File: src/rtl/ucnt_pkg.sv
package ucnt_pkg;

  // Only decade and plain binary wrap points are supported.
  function automatic bit modulus_ok(input int m);
    return (m == 10) || (m == 16);
  endfunction

  // Register width needed to hold values 0 .. m-1.
  function automatic int count_width(input int m);
    return (m <= 2) ? 1 : $clog2(m);
  endfunction

endpackage

File: src/rtl/ucnt_sync.sv
module ucnt_sync #(
  parameter int N      = 2,
  parameter int STAGES = 2
) (
  input  logic         clk,
  input  logic [N-1:0] d,
  output logic [N-1:0] q
);

  logic [N-1:0] pipe [STAGES];

  always_ff @(posedge clk) begin
    pipe[0] <= d;
    for (int i = 1; i < STAGES; i++) begin
      pipe[i] <= pipe[i-1];
    end
  end

  assign q = pipe[STAGES-1];

endmodule

File: src/rtl/ucnt_clr_sync.sv
module ucnt_clr_sync #(
  parameter int STAGES = 2
) (
  input  logic clk,
  input  logic clr_in,
  output logic clr_hold
);

  logic [STAGES-1:0] shreg;

  // Set at once by the clear; drained one stage per clock after release.
  always_ff @(posedge clk or posedge clr_in) begin
    if (clr_in) shreg <= '1;
    else        shreg <= {shreg[STAGES-2:0], 1'b0};
  end

  assign clr_hold = shreg[STAGES-1];

endmodule

File: src/rtl/ucnt_trig.sv
module ucnt_trig (
  input  logic clk,
  input  logic clk_s,
  input  logic en_s,
  output logic step
);

  logic clk_p;
  logic en_p;
  logic clk_rise;
  logic en_fall;

  // The history follows the synchronised lines on every cycle. It is
  // therefore already reseeded when a clear is released.
  always_ff @(posedge clk) begin
    clk_p <= clk_s;
    en_p  <= en_s;
  end

  always_comb begin
    clk_rise = ~clk_p & clk_s;
    en_fall  = en_p & ~en_s;
    // Each path is gated by the settled level of the other line.
    // A rise and a fall together meet neither gate.
    step     = (clk_rise & en_s) | (en_fall & ~clk_s);
  end

endmodule

File: src/rtl/ucnt_core.sv
module ucnt_core #(
  parameter int MODULUS = 10,
  parameter int W       = 4
) (
  input  logic         clk,
  input  logic         clr_in,
  input  logic         clr_hold,
  input  logic         step,
  output logic [W-1:0] cnt
);

  localparam logic [W-1:0] LAST = W'(MODULUS - 1);

  logic [W-1:0] nxt;

  generate
    if (MODULUS == (1 << W)) begin : g_natural
      assign nxt = cnt + 1'b1;
    end else begin : g_decade
      assign nxt = (cnt == LAST) ? '0 : cnt + 1'b1;
    end
  endgenerate

  // All bits load together, so there is no ripple inside the counter.
  always_ff @(posedge clk or posedge clr_in) begin
    if (clr_in)        cnt <= '0;
    else if (clr_hold) cnt <= '0;
    else if (step)     cnt <= nxt;
  end

endmodule

File: src/rtl/dual_edge_upcounter.sv
module dual_edge_upcounter #(
  parameter int MODULUS     = 10,
  parameter int SYNC_STAGES = 2,
  parameter int CLR_STAGES  = 2
) (
  input  logic       clk,
  input  logic       clr_in,
  input  logic       clk_in,
  input  logic       en_in,
  output logic [3:0] q
);

  import ucnt_pkg::*;

  localparam int W = count_width(MODULUS);

  generate
    if (!modulus_ok(MODULUS)) begin : g_bad_modulus
      $error("dual_edge_upcounter: MODULUS must be 10 or 16");
    end
  endgenerate

  logic [1:0]   lines_s;
  logic         clk_s;
  logic         en_s;
  logic         clr_hold;
  logic         step;
  logic [W-1:0] cnt;

  ucnt_sync #(.N(2), .STAGES(SYNC_STAGES)) u_sync (
    .clk (clk),
    .d   ({clk_in, en_in}),
    .q   (lines_s)
  );

  assign clk_s = lines_s[1];
  assign en_s  = lines_s[0];

  ucnt_clr_sync #(.STAGES(CLR_STAGES)) u_clr (
    .clk      (clk),
    .clr_in   (clr_in),
    .clr_hold (clr_hold)
  );

  ucnt_trig u_trig (
    .clk   (clk),
    .clk_s (clk_s),
    .en_s  (en_s),
    .step  (step)
  );

  ucnt_core #(.MODULUS(MODULUS), .W(W)) u_core (
    .clk      (clk),
    .clr_in   (clr_in),
    .clr_hold (clr_hold),
    .step     (step),
    .cnt      (cnt)
  );

  assign q = 4'(cnt);

endmodule

File: config.mk
export PLATFORM = sky130hd
export DESIGN_NAME = dual_edge_upcounter
export DESIGN_NICKNAME = d
export VERILOG_FILES = /design/src/rtl/ucnt_pkg.sv /design/src/rtl/ucnt_sync.sv /design/src/rtl/ucnt_clr_sync.sv /design/src/rtl/ucnt_trig.sv /design/src/rtl/ucnt_core.sv /design/src/rtl/dual_edge_upcounter.sv
export SDC_FILE = /design/constraint.sdc
export NUM_CORES = 1
export LEC_CHECK = 0
export CORE_AREA = 2 2 39 41
export CTS_BUF_LIST = sky130_fd_sc_hd__clkbuf_16
export CTS_CLUSTER_SIZE = 28
export DETAILED_ROUTE_END_ITERATION = 16
export DIE_AREA = 0 0 41 43
export DONT_BUFFER_PORTS = 1
export GPL_TIMING_DRIVEN = 0
export PLACE_DENSITY = 0.56
export SYNTH_ARGS = -nofsm -noshare
export SYNTH_HDL_FRONTEND = slang
export SYNTH_HIERARCHICAL = 1
export SYNTH_SLANG_ARGS = --single-unit
File: constraint.sdc
create_clock -name clk -period 1.9 [get_ports clk]
set_input_delay 0.095 -clock clk [delete_from_list [all_inputs] [get_ports clk]]
set_output_delay 0.095 -clock clk [all_outputs]
set_load 0.03 [all_outputs]
# Yosys cells after proc, flatten, opt, wreduce, memory -nomap -nowiden
# Memory sizes are Yosys's and may differ from the RTL's.
# Index checks and enable logic that the tools add are counted.
op_classes:
  div: 0
  n_mux: 3
  bitwise_logic: 8
  n_addsub: 1
  reduce_logical: 1
  mul: 0
  shifts: 0
  order_cmp: 0
  eq_ne: 1
op_table:
  columns: ["op", "n"]
  rows:
  - ["2-to-1 mux 4 bit", 3]
  - ["adder 4 x 1 -> 4 bit (second input constant)", 1]
  - ["bitwise AND 1 bit", 4]
  - ["== test 4 bit (second input constant)", 1]
  - ["inverter 1 bit", 3]
  - ["nonzero test 2 bit", 1]
  - ["bitwise OR 1 bit", 1]
totals:
  wordCells: 19
  memories: 1
  mem_bits_rw: 4
  ff_bits: 8
  romBits: 0
  output_inout_bits: 4
  input_bits: 4
  latch_bits: 0
memory_table:
  columns: ["name", "words", "word_bits", "rd", "rd_clocked_by_memory_dff", "write_ports", "line", "text"]
  rows:
  - ["u_sync.pipe", 2, 2, 2, 0, 2, "ucnt_sync.sv:10", "logic [N-1:0] pipe [STAGES];"]

# Logic depth before layout (Yosys ltp)
logic_depth:
  depth_word: 6
  depth_mapped: 6
  ltp_nobuf: 5

# By module
# Netlist, hierarchy kept.
by_module_without_submodules:
  columns: ["module", "area_each_um2", "n_inst", "cells_each"]
  rows:
  - ["ucnt_core", 241.5, 1, 25]
  - ["ucnt_sync", 95.1, 1, 6]
  - ["ucnt_clr_sync", 60.1, 1, 4]
  - ["ucnt_trig", 56.3, 1, 5]

# Worst setup path after synthesis
# Ideal clock, no wire load.
synth_path:
  path_kind: "reg2reg"
  start: "reg u_core.cnt[1]"
  end: "reg u_core.cnt[2]"
  setup_ns: 0.073
  n_path_buf: 0
  setup_slack_ns: 0.614
  synth_period_minus_slack_ns: 1.286
  arrival_time_ns: 1.213
  stages_incl_launch_ff: 5
  cell_sequence: "dfrtp_1 -> inv_1 -> ha_1 -> a211o_1 -> a21oi_2"
synth_via:
  elab_chain_len: 4
synth_lines:
  columns: ["element", "line", "text"]
  rows:
  - ["start: declaration", "ucnt_core.sv:9", "output logic [W-1:0] cnt"]
  - ["start signal: assignment", "ucnt_core.sv:28", "else if (step) cnt <= nxt;"]
  - ["adder 4 x 1 -> 4 bit or == test 4 bit (tied branches)", "ucnt_core.sv:20", "assign nxt = (cnt == LAST) ? '0 : cnt + 1'b1;"]
  - ["2-to-1 mux 4 bit (*)", "ucnt_core.sv:20", null]
  - ["2-to-1 mux 4 bit (*)", "ucnt_core.sv:28", null]
  - ["2-to-1 mux 4 bit (*)", "ucnt_core.sv:27", "else if (clr_hold) cnt <= '0;"]
# Mark *: on every way between the ends. The rest lies on a longest branch, timed or not. The select of a mux whose other input is x is not followed.
# A chain may end at the register's enable or synchronous reset.

==> results.md <==
- RSZ-0062 raised after global routing: false
- DRC viols: 0
- Clock transition at path regs: 40 ps
- Nets: 54
- Post-Place Cell Area: 473 um^2
- Initial Utilization: 32.7%
- Post-Syn Instances: 40
- Largest net degree at the start of global routing: 8
- Post-CTS setup buffers: 0
- Worst EP required: 2060 ps
- Area of the core: 0.00138 mm^2
- Clock tree root driver cell: clkbuf_16
- Syn Std Cell Area: 453 um^2
- Worst Reg-to-Reg Cells: 6
- Hold Crit Class: in2async
- Clock Latency Late Sink: 230 ps
- CP arrival: 1590 ps
- Antenna diodes: 0
- Wire per inst: 10.3 um
- Lkg Pwr: 0.247 nW
- CTS tree: done
- Vias in the first global route: 267
- Antenna violations before repair: 0
- Endpoints failing hold: 0
- Average cell area after synthesis: 11.3 um^2
- Layout cells sized above 1: 19.1%
- Area growth, synth to finish: 28.5%
- Most frequent cells in the layout: dfxtp_1, dfrtp_1
- H-tree levels: 1
- WL final: 650 um
- Maximum vdd drop: 0.848 mV
- Cell variety after synth: 20
- Post-synth ARST share: 50.0%
- Final RePlAce weighted congestion: 0.582
- Via density: 4.56
- Int Pwr: 0.000557 W
- First-pass GRT wire length: 1.08 mm
- IO Pins: 8
- Syn Nets: 46
- Cts bufs inserted: 3
- Die Ht: 43 um
- Dpl hpwl: 488 um
- Pins over their slew limit: 0
- Most common cell after layout, fill and taps aside: dfxtp_1
- Main synth FF type: dfxtp_1
- 1st-pass router iterations: 4
- Maxcap violations: 0
- Sequential share of the synthesized area: 60.2%
- Worst-path maximum fanout: 7
- Fin crit share: 75.0%
- Clock tree buffer depth: 2
- Clock sink total: 12
- Total GRT Usage: 9.29%
- Min Tclk post-route: 1420 ps
- Status: complete, no violations
- Via count: 287
- Worst Clk Skew: 1.05 ps
- Net Switching: 0.000120 W
- Std cell rows: 14
- Syn. warnings: 6
- Synth Register Bits: 12
- Final setup viols: 0
- Final setup TNS: 0 ps
- Setup crit end kind: flop
- Reg power frac: 41.4%
- PortBufs: 0
- Sw frac: 17.7%
- Max Clk Rate: 702 MHz
- Gr ovfl total: 0
- Routed Antenna Nets: 0
- Placed Cells: 56
- Clock Power Share: 54.8%
- Critical path class: reg2reg
- Critical Path Start Type: flop
- Die area: 0.00176 mm^2
- Number of synthesized flops with an enable pin: 0
- Final std cells w/o fill: 63
- Comb pwr share: 3.8%
- Number of DRC markers in iteration 0: 6
- Cell Pwr Density: 1160 mW/mm^2
- Finished Cell Area: 582 um^2
- Die width: 41 um
## power groups by stage
stage | logic (W) | registers, W | clock network (W)
floorplan | 0.0000174 | 0.000282 | 0
global placement | 0.0000204 | 0.000284 | 0
detailed placement | 0.0000209 | 0.000284 | 0
CTS | 0.0000258 | 0.000281 | 0.000379
global route | 0.0000289 | 0.000282 | 0.000394
finish | 0.0000256 | 0.000280 | 0.000371
## routing by layer
layer | global-route usage [%] | vias up | part of all wire [%]
li1 | - | 147 | -
met1 | 12.9 | 134 | 51
met2 | 11.3 | 6 | 45
met3 | 4.19 | 0 | 3.7
met4 | 6.00 | 0 | 0
met5 | 0 | - | 0
## area by class of cell
class	count	area, um^2
Buffer	2	15.0
Clock buffer	3	75.1
Timing Repair Buffer	3	30.0
Multi-Input combinational cell	23	154
Tap cell	16	20.0
Clock inverter	1	3.75
Sequential cell	12	273
Fill cell	129	802
Inverter	3	11.3
## path summary, 6_finish.rpt
kind	endpoint	from	slack (ps)
worst min register to register	u_sync/pipe[0][3]	u_sync/pipe[0][1]	320
min in group clk	u_sync/pipe[0][3]	u_sync/pipe[0][1]	320
worst min-delay path	u_core/cnt[0]	clr_in	210
worst max register to register	u_core/cnt[2]	u_sync/pipe[0][3]	480
max in group asynchronous	u_clr/shreg[0]	clr_in	1540
worst max-delay path	u_core/cnt[2]	u_sync/pipe[0][3]	480
## cells in the mapped netlist (2+ instances only)
cell type  instances  area (um^2)
a21oi_1            3         15.0
buf_4              2         15.0
dfrtp_1            4          100
dfstp_2            2         52.6
dfxtp_1            6          120
ha_1               2         25.0
inv_1              3         11.3
nand2_1            3         11.3
nand2b_1           2         12.5
nand3b_1           3         22.5
## critical path, cell delays in order (launching register included)
cell and delay [ps]:
dfxtp_1 300, buf_4 100, nand2_1 50, o2bb2ai_1 400, nand2_2 90, a211o_1 290
a21oi_2 120
## per-stage QoR
step	util [%]	power [W]	hold slack [ps]	worst slack, ps
final	42.0	0.000677	205	475
after detailed placement	34.2	0.000305	-119	483
after global routing	42.0	0.000705	225	356
after floorplan	-	0.000299	-139	614
after global placement	34.2	0.000304	-123	484
after CTS	42.0	0.000686	209	464
## state kept, by name (all words and copies together), names as in the netlist
name	count
u_trig/clk_p	1
u_clr/shreg	2
u_core/cnt	4
u_trig/en_p	1
u_sync/pipe	4
## logic make-up after synthesis
| logic type | share of synthesized area [%] |
|---|---|
| flops | 60.2 |
| other cells | 0.828 |
| buf+inv | 5.80 |
| simple gates | 14.6 |
| compound gates | 13.0 |
| fa+ha+maj | 5.52 |
## repair_timing
action / 4_1_cts / 5_1_grt
endpoints found under the hold margin: 8 / 0
gates resized for setup: 0 / 0
hold buffers: 3 / 0
(Power assumes the default switching activity.)
